<file path="src/rtl/irq_cr_pkg.sv">
package irq_cr_pkg;
  localparam int CTRL_W        = 8;
  localparam int DEST_W        = 3;
  localparam int CTRL_EN_BIT   = 3;
  localparam int CTRL_RISE_BIT = 5;
  localparam int CTRL_FALL_BIT = 6;
  localparam int WORD_W        = 32;
  localparam int CTRL_BASE     = 'h40;
  localparam int STAT_BASE     = 'h80;

  typedef logic [CTRL_W-1:0] ctrl_byte_t;

  function automatic logic [DEST_W-1:0] ctrl_dest(input ctrl_byte_t c);
    return c[DEST_W-1:0];
  endfunction
endpackage

</file>
<file path="src/rtl/irq_cr_sync.sv">
module irq_cr_sync #(
  parameter int W      = 64,
  parameter int STAGES = 2
) (
  input  logic         clk,
  input  logic         rst,
  input  logic [W-1:0] d_in,
  output logic [W-1:0] d_out
);
  logic [W-1:0] stg [STAGES];

  always_ff @(posedge clk) begin
    if (rst) stg[0] <= '0;
    else     stg[0] <= d_in;
  end

  for (genvar s = 1; s < STAGES; s++) begin : g_stage
    always_ff @(posedge clk) begin
      if (rst) stg[s] <= '0;
      else     stg[s] <= stg[s-1];
    end
  end

  assign d_out = stg[STAGES-1];
endmodule

</file>
<file path="src/rtl/irq_cr_ctrl_bank.sv">
module irq_cr_ctrl_bank
  import irq_cr_pkg::*;
#(
  parameter int NUM_SRC = 64,
  parameter int ADDR_W  = 8
) (
  input  logic                       clk,
  input  logic                       rst,
  input  logic                       wr,
  input  logic [ADDR_W-1:0]          addr,
  input  logic [CTRL_W-1:0]          wbyte,
  output logic [NUM_SRC*CTRL_W-1:0]  ctrl_flat,
  output logic [NUM_SRC-1:0]         en_vec,
  output logic [NUM_SRC-1:0]         rise_vec,
  output logic [NUM_SRC-1:0]         fall_vec,
  output logic [NUM_SRC*DEST_W-1:0]  dest_flat
);
  ctrl_byte_t ctrl_q [NUM_SRC];

  for (genvar n = 0; n < NUM_SRC; n++) begin : g_src
    always_ff @(posedge clk) begin
      if (rst) ctrl_q[n] <= '0;
      else if (wr && addr == ADDR_W'(CTRL_BASE + n)) ctrl_q[n] <= wbyte;
    end
    assign ctrl_flat[n*CTRL_W +: CTRL_W] = ctrl_q[n];
    assign en_vec[n]   = ctrl_q[n][CTRL_EN_BIT];
    assign rise_vec[n] = ctrl_q[n][CTRL_RISE_BIT];
    assign fall_vec[n] = ctrl_q[n][CTRL_FALL_BIT];
    assign dest_flat[n*DEST_W +: DEST_W] = ctrl_dest(ctrl_q[n]);
  end
endmodule

</file>
<file path="src/rtl/irq_cr_detect.sv">
module irq_cr_detect #(
  parameter int NUM_SRC = 64
) (
  input  logic               clk,
  input  logic               rst,
  input  logic [NUM_SRC-1:0] sync_in,
  input  logic [NUM_SRC-1:0] rise_vec,
  input  logic [NUM_SRC-1:0] fall_vec,
  input  logic [NUM_SRC-1:0] clr_mask,
  output logic [NUM_SRC-1:0] edge_mask,
  output logic [NUM_SRC-1:0] status
);
  logic [NUM_SRC-1:0] prev_q;
  logic [NUM_SRC-1:0] latch_q;
  logic [NUM_SRC-1:0] evt;

  assign edge_mask = rise_vec | fall_vec;
  assign evt = (sync_in & ~prev_q & rise_vec) | (~sync_in & prev_q & fall_vec);

  always_ff @(posedge clk) begin
    if (rst) begin
      prev_q  <= '0;
      latch_q <= '0;
    end else begin
      prev_q  <= sync_in;
      // a new event overrides a clear in the same cycle
      latch_q <= edge_mask & (evt | (latch_q & ~clr_mask));
    end
  end

  assign status = (edge_mask & latch_q) | (~edge_mask & sync_in);
endmodule

</file>
<file path="src/rtl/irq_cr_route.sv">
module irq_cr_route
  import irq_cr_pkg::*;
#(
  parameter int NUM_SRC  = 64,
  parameter int NUM_DEST = 8
) (
  input  logic                         clk,
  input  logic                         rst,
  input  logic [NUM_SRC-1:0]           en_vec,
  input  logic [NUM_SRC-1:0]           status,
  input  logic [NUM_SRC*DEST_W-1:0]    dest_flat,
  output logic [NUM_DEST*NUM_SRC-1:0]  pend_flat
);
  for (genvar d = 0; d < NUM_DEST; d++) begin : g_dest
    for (genvar n = 0; n < NUM_SRC; n++) begin : g_src
      always_ff @(posedge clk) begin
        if (rst) pend_flat[d*NUM_SRC+n] <= 1'b0;
        else pend_flat[d*NUM_SRC+n] <= en_vec[n] & status[n] &
                                       (dest_flat[n*DEST_W +: DEST_W] == DEST_W'(d));
      end
    end
  end
endmodule

</file>
<file path="src/rtl/irq_capture_router.sv">
module irq_capture_router
  import irq_cr_pkg::*;
#(
  parameter int NUM_SRC     = 64,
  parameter int NUM_DEST    = 8,
  parameter int ADDR_W      = 8,
  parameter int SYNC_STAGES = 2
) (
  input  logic                         clk,
  input  logic                         rst,
  input  logic [ADDR_W-1:0]            reg_addr,
  input  logic                         reg_wr,
  input  logic [WORD_W-1:0]            reg_wdata,
  output logic [WORD_W-1:0]            reg_rdata,
  input  logic [NUM_SRC-1:0]           irq_in,
  output logic [NUM_DEST*NUM_SRC-1:0]  pend_flat
);
  localparam int N_WORDS = NUM_SRC / WORD_W;

  logic [NUM_SRC*CTRL_W-1:0] ctrl_flat;
  logic [NUM_SRC-1:0]        en_vec, rise_vec, fall_vec;
  logic [NUM_SRC*DEST_W-1:0] dest_flat;
  logic [NUM_SRC-1:0]        sync_vec, edge_mask, status_vec, clr_mask;
  logic [WORD_W-1:0]         rd_next;

  irq_cr_sync #(.W(NUM_SRC), .STAGES(SYNC_STAGES)) u_sync (
    .clk(clk), .rst(rst), .d_in(irq_in), .d_out(sync_vec)
  );

  irq_cr_ctrl_bank #(.NUM_SRC(NUM_SRC), .ADDR_W(ADDR_W)) u_ctrl (
    .clk(clk), .rst(rst), .wr(reg_wr), .addr(reg_addr),
    .wbyte(reg_wdata[CTRL_W-1:0]), .ctrl_flat(ctrl_flat),
    .en_vec(en_vec), .rise_vec(rise_vec), .fall_vec(fall_vec),
    .dest_flat(dest_flat)
  );

  for (genvar w = 0; w < N_WORDS; w++) begin : g_clr
    assign clr_mask[w*WORD_W +: WORD_W] =
      (reg_wr && reg_addr == ADDR_W'(STAT_BASE + 4*w)) ? reg_wdata : '0;
  end

  irq_cr_detect #(.NUM_SRC(NUM_SRC)) u_det (
    .clk(clk), .rst(rst), .sync_in(sync_vec), .rise_vec(rise_vec),
    .fall_vec(fall_vec), .clr_mask(clr_mask), .edge_mask(edge_mask),
    .status(status_vec)
  );

  irq_cr_route #(.NUM_SRC(NUM_SRC), .NUM_DEST(NUM_DEST)) u_route (
    .clk(clk), .rst(rst), .en_vec(en_vec), .status(status_vec),
    .dest_flat(dest_flat), .pend_flat(pend_flat)
  );

  always_comb begin
    rd_next = '0;
    for (int n = 0; n < NUM_SRC; n++)
      if (reg_addr == ADDR_W'(CTRL_BASE + n))
        rd_next = {{(WORD_W-CTRL_W){1'b0}}, ctrl_flat[n*CTRL_W +: CTRL_W]};
    for (int w = 0; w < N_WORDS; w++)
      if (reg_addr == ADDR_W'(STAT_BASE + 4*w))
        rd_next = status_vec[w*WORD_W +: WORD_W];
  end

  always_ff @(posedge clk) begin
    if (rst) reg_rdata <= '0;
    else     reg_rdata <= rd_next;
  end
endmodule

</file>
<file path="config.mk">
export PLATFORM = sky130hd
export DESIGN_NAME = irq_capture_router
export DESIGN_NICKNAME = d
export VERILOG_FILES = /design/src/rtl/irq_cr_pkg.sv /design/src/rtl/irq_cr_sync.sv /design/src/rtl/irq_cr_ctrl_bank.sv /design/src/rtl/irq_cr_detect.sv /design/src/rtl/irq_cr_route.sv /design/src/rtl/irq_capture_router.sv
export SDC_FILE = /design/constraint.sdc
export NUM_CORES = 2
export LEC_CHECK = 0
export BUFFER_PORTS_ARGS = -buffer_cell sky130_fd_sc_hd__clkbuf_2
export CAP_MARGIN = 15
export CORE_MARGIN = 4
export CORE_UTILIZATION = 45
export CTS_CLUSTER_DIAMETER = 120
export DETAILED_ROUTE_END_ITERATION = 10
export PLACE_DENSITY = 0.73
export SLEW_MARGIN = 20
export SYNTH_ARGS = -nofsm -noshare
export SYNTH_HDL_FRONTEND = slang
export SYNTH_SLANG_ARGS = --single-unit
</file>
<file path="constraint.sdc">
create_clock -name clk -period 2.7 [get_ports clk]
set_clock_uncertainty 0.15 [all_clocks]
set_input_delay 0.135 -clock clk [delete_from_list [all_inputs] [get_ports clk]]
set_output_delay 0.135 -clock clk [all_outputs]
set_load 0.05 [all_outputs]
</file>
After elaboration in Yosys (flattened, before gate mapping)
Memories as Yosys holds them, arrays and structs flattened.
Index checks and enable logic that the tools add are counted.
Widths: inputs -> output; s select.
{"block": "op_classes", "n_eq_ne": 514, "n_mux": 329, "n_bitwise": 658, "reduce_logical": 130}
{"cell": "$mux 32", "count": 67}
{"cell": "$eq 3x3->1 const B", "count": 256}
{"cell": "$and 1x1->1", "count": 576}
{"cell": "$mux 8", "count": 65}
{"cell": "$and 64x64->64", "count": 8}
{"cell": "$eq 8x7->1 const B", "count": 64}
{"cell": "$eq 3x2->1 const B", "count": 128}
{"cell": "$not 64->64", "count": 4}
{"cell": "$or 64x64->64", "count": 4}
{"cell": "$mux 1", "count": 195}
{"cell": "$eq 3x1->1 const B", "count": 64}
{"cell": "$logic_not 3->1", "count": 64}
{"cell": "$mux 64", "count": 2}
{"cell": "$logic_and 1x1->1", "count": 66}
{"cell": "$or 1x1->1", "count": 66}
{"cell": "$eq 8x8->1 const B", "count": 2}
{"block": "word_totals", "register_bits": 672, "mem_bits_rw": 640, "inputBits": 107, "elab_cells": 2148, "mem_count": 2}
{"memory": "u_ctrl.ctrl_q", "words": 64, "word_bits": 8, "read_ports": 64, "rd_ports_with_merged_regs": 0, "write_ports": 64, "line_no": "irq_cr_ctrl_bank.sv:18", "source": "ctrl_byte_t ctrl_q [NUM_SRC];"}
{"memory": "u_sync.stg", "words": 2, "word_bits": 64, "read_ports": 2, "rd_ports_with_merged_regs": 0, "write_ports": 2, "line_no": "irq_cr_sync.sv:10", "source": "logic [W-1:0] stg [STAGES];"}

Depth between registers and ports, before layout
{"block": "depth", "depth_word": 67, "depth_mapped": 12}

By module
Synthesis repeated with hierarchy kept, for this count alone.
{"block": "unflattened", "hier_cells": 5354, "hier_area_um2": 56848.3}
{"module": "irq_cr_ctrl_bank", "instances": 1, "cells_each": 1747, "area_each_um2": 23440.0, "seq_area_each_um2": 15374.7}
{"module": "irq_cr_route", "instances": 1, "cells_each": 1378, "area_each_um2": 15099.5, "seq_area_each_um2": 10249.8}
{"module": "irq_capture_router", "instances": 1, "cells_each": 1241, "area_each_um2": 8195.4, "seq_area_each_um2": 640.6}
{"module": "irq_cr_detect", "instances": 1, "cells_each": 718, "area_each_um2": 6648.9, "seq_area_each_um2": 2562.5}
{"module": "irq_cr_sync", "instances": 1, "cells_each": 270, "area_each_um2": 3464.6, "seq_area_each_um2": 2562.5}

Worst setup path after synthesis
No wires, ideal clock.
{"block": "synth_timing", "path_kind": "in2reg", "start": "in reg_addr[4]", "end": "mem u_ctrl.ctrl_q[1][200] (netlist bit), enable pin", "arrival_ns": 2.027, "t_required_ns": 2.175, "setup_slack_ns": 0.148, "path_stages": 8, "n_path_buf": 5, "cell_sequence": "clkbuf_2 -> and4b_1 -> clkbuf_1 -> buf_2 -> clkbuf_1 -> nand2_1 -> clkbuf_1 -> o21bai_1"}
{"element": "start, declared", "line_no": "irq_capture_router.sv:11", "source": "input logic [ADDR_W-1:0] reg_addr,"}
{"element": "end, declared", "line_no": "irq_cr_ctrl_bank.sv:18"}

==> flow_metrics.env <==
export IMPL_grt_pass1_wl_mm=323.2
export IMPL_synth_adder_area_share_pct=0
export IMPL_final_cell_mix="800 x dfxtp_1, 644 x clkbuf_2, 623 x buf_4"
export IMPL_final_setup_tns_ns=-0.05171
export IMPL_dpl_cell_count=7327
export IMPL_netlist_area_mm2=0.05197
export IMPL_powerDensity_mw_per_mm2=654.8
export IMPL_status="finished, violations left"
export IMPL_grt_usage_pct=36.99
export IMPL_synth_compound_area_share_pct=11.09
export IMPL_grt_overflow=0
export IMPL_postSynthCellCount=4850
export IMPL_grt_max_degree=105
export IMPL_path_class="reg2reg"
export IMPL_path_cells="mux4_2 -> nand2_4 -> a21oi_1 -> o211ai_1 -> a32oi_2 -> buf_4 -> a211oi_2 -> o22ai_1"
export IMPL_wl_per_cell_um=29.58
export IMPL_avgSynthCellArea_um2=10.72
export IMPL_synth_seq_area_share_pct=60.40
export IMPL_gp_congestion=1.008
export IMPL_leakage_nw=28.35
export IMPL_end_kind="flop"
export IMPL_numCtsBuffers=134
export IMPL_worstMarginPinSlew_ns=0.9466
export IMPL_die_w_um=347.8
export IMPL_place_ws_ns=-0.7790
export IMPL_core_area_mm2=0.1145
export IMPL_grt_pass1_vias=44302
export IMPL_die_height_um=347.8
export IMPL_slew_viol_final=0
export IMPL_avgViaCountPerCell=5.853
export IMPL_synth_top_family_by_area="simple AND/OR/NAND/NOR gates"
export IMPL_first_iter_violations=5851
export IMPL_finalCriticalPeriod_ns=2.752
export IMPL_relSlewSlack_pct=35.09
export IMPL_holdCritPathClass="in2reg"
export IMPL_htreeDepth=4
export IMPL_finalWirelength_mm=229.3
export IMPL_grt_antenna_before_repair=12
export IMPL_initial_utilization_pct=45.39
export IMPL_drc=0
export IMPL_switching_share_pct=24.70
export IMPL_clockPowerShare_pct=42.4
export IMPL_rsz0062_at_grt="false"
export IMPL_max_freq_ghz=0.3634
export IMPL_dp_hpwl_mm=174.4
export IMPL_syn_num_nets=4957
export IMPL_crit_path_start_kind="flop"
export IMPL_drt_pass1_iterations=9
export IMPL_syn_to_final_growth_pct=30.00
export IMPL_stdcell_count=7752
export IMPL_io_pins=651
export IMPL_ys_warn_count=0
export IMPL_ir_drop_mv=0.6897
export IMPL_drive_gt1_share_pct=26.02
export IMPL_critPathMaxFanout=2
export IMPL_synth_ff_type="dfxtp_1"
export IMPL_final_common_cell="dfxtp_1"
export IMPL_path_buf_inv=1
export IMPL_final_nets=6231
export IMPL_worst_ep_required_time_ns=3.18
export IMPL_switchingPower_w=0.01093
export IMPL_clock_latency_ns=0.77
export IMPL_drv_cap=0
export IMPL_setup_ws_ns=-0.05171
export IMPL_internal_power_w=0.03331
export IMPL_crit_family="compound AO/OA/AOI/OAI gates"
export IMPL_critical_path_max_stage_delay_ns=0.58
export IMPL_muxShareOfSynthArea_pct=2.463
export IMPL_cts_tree="yes"
export IMPL_cts_num_sinks=1312
export IMPL_violations="negative setup slack"
export IMPL_pwr_share_comb_pct=8.1
export IMPL_crit_slowest_cell="mux4_2"
export IMPL_cts_root_buf="clkbuf_16"
export IMPL_synthSimpleGateAreaFrac_pct=22.92
export IMPL_synth_xor_area_share_pct=0
export IMPL_ys_seq_elements=1312
export IMPL_arrival_ns=3.23
export IMPL_clk_path_buf_depth=3
export IMPL_portBuffers=650
export IMPL_clk_pin_slew_ns=0.06
export IMPL_core_rowCount=124
export IMPL_dr_total_vias=45370
export IMPL_async_flop_share_pct=0
export IMPL_synth_cell_type_count=104
export IMPL_finalCritPeriodShare_pct=101.9
export IMPL_hold_viol_final=0
export IMPL_die_area_mm2=0.1210
export IMPL_setup_viol_count_final=1
export IMPL_synth_edf_count=512
export IMPL_fin_util_pct=59.00
export IMPL_ant_nets=0
export IMPL_seq_power_share_pct=49.5
[flip-flops by register name (all words and copies together) (netlist names)]
name               count
u_ctrl.ctrl_q        512
u_route.pend_flat    512
u_sync.stg           128
u_det.latch_q         64
u_det.prev_q          64
reg_rdata             32
[routing by layer]
layer	global-route usage (%)	part of all wire, %	wire (um)	vias to the layer above
met4	15.25	4.5	10330	10
met3	8.175	9.8	22370	445
li1	-	-	-	19834
met2	59.07	46	104900	2712
met1	49.00	40	91630	22369
met5	0	0.028	65	-
[layout make-up]
| class | instances | area [um2] |
|---|---|---|
| fill | 9423 | 46940 |
| sequential | 1312 | 31390 |
| tap | 1512 | 1892 |
| antenna | 9 | 22.52 |
| clock buffer | 203 | 4164 |
| timing repair buffer | 1489 | 10670 |
| multi-input combinational | 3180 | 19080 |
| inverter | 7 | 26.28 |
| clock inverter | 40 | 314.1 |
[through the flow]
stage	power [W]	hold WS, ns	area, um2
6_report	0.04424	0.03308	67560
5_1_grt	0.04540	0.03980	67540
4_1_cts	0.04423	0.006943	67500
3_5_place_dp	0.02554	0.1970	61280
3_3_place_gp	0.02551	0.1946	61280
2_1_floorplan	0.02346	0.1132	51970
[logic make-up after synthesis]
logic type | count (synthesis)
AND/OR/NAND/NOR | 2184
buffers and inverters | 358
flip-flops | 1312
multiplexers | 119
AO/OA/AOI/OAI | 877
[worst register-to-register path: stages, from the launching register on]
cell,delay [ns]
edfxtp_1,0.41
mux4_2,0.58
nand2_4,0.14
a21oi_1,0.11
o211ai_1,0.44
a32oi_2,0.26
buf_4,0.20
a211oi_2,0.23
o22ai_1,0.11
[what timing repair did]
action                                 4_1_cts  5_1_grt
pin swaps                                    2        3
gates resized for setup                      9        3
setup endpoints to repair                    3        1
endpoints found under the hold margin      506        0
hold buffers                               169        0
setup buffers                                1        3
[path summary, 6_finish.rpt]
kind                                                    startpoint                           end  slack (ns)  depth (start not counted)
worst max-delay path            u_ctrl.ctrl_q[0][18]$_SDFFCE_PN0P_       reg_rdata[2]$_SDFF_PP0_       -0.05                          8
worst min-delay path                                    irq_in[27]  u_sync.stg[0][27]$_SDFF_PP0_        0.03                          3
worst max register to register  u_ctrl.ctrl_q[0][18]$_SDFFCE_PN0P_       reg_rdata[2]$_SDFF_PP0_       -0.05                          8
worst min register to register        u_sync.stg[0][47]$_SDFF_PP0_  u_sync.stg[1][47]$_SDFF_PP0_        0.28                          1
[synth_stat cells, types with 17 or more instances]
cell | n | area share [%]
nor2b_1 | 334 | 4.0
buf_4 | 17 | 0.25
a21boi_0 | 66 | 0.95
a22oi_1 | 25 | 0.36
a211oi_1 | 28 | 0.40
a21o_1 | 26 | 0.38
a221oi_1 | 24 | 0.40
nand3_1 | 20 | 0.19
mux2_2 | 21 | 0.46
buf_6 | 18 | 0.39
a21oi_1 | 161 | 1.6
and2_1 | 83 | 1.0
o22ai_1 | 63 | 0.76
nor3b_1 | 64 | 0.92
nor2_1 | 587 | 4.2
o21ai_0 | 228 | 2.2
o22a_1 | 28 | 0.47
o211ai_1 | 34 | 0.49
o21bai_1 | 52 | 0.75
nor3_1 | 153 | 1.5
edfxtp_1 | 512 | 30
nand2b_1 | 200 | 2.4
mux2i_1 | 93 | 1.8
and3_1 | 439 | 5.3
a31oi_1 | 22 | 0.26
nand2_1 | 204 | 1.5
clkbuf_1 | 254 | 1.8
buf_2 | 55 | 0.53
dfxtp_1 | 800 | 31
[power by group through the flow]
stage	registers (W)	logic, W	clock network, W
floorplan	0.0220	0.00149	0
global placement	0.0223	0.00322	0
detailed placement	0.0223	0.00324	0
CTS	0.0219	0.00346	0.0189
global route	0.0219	0.00370	0.0198
finish	0.0219	0.00358	0.0187
No activity file was read; power rests on OpenSTA's default activity.
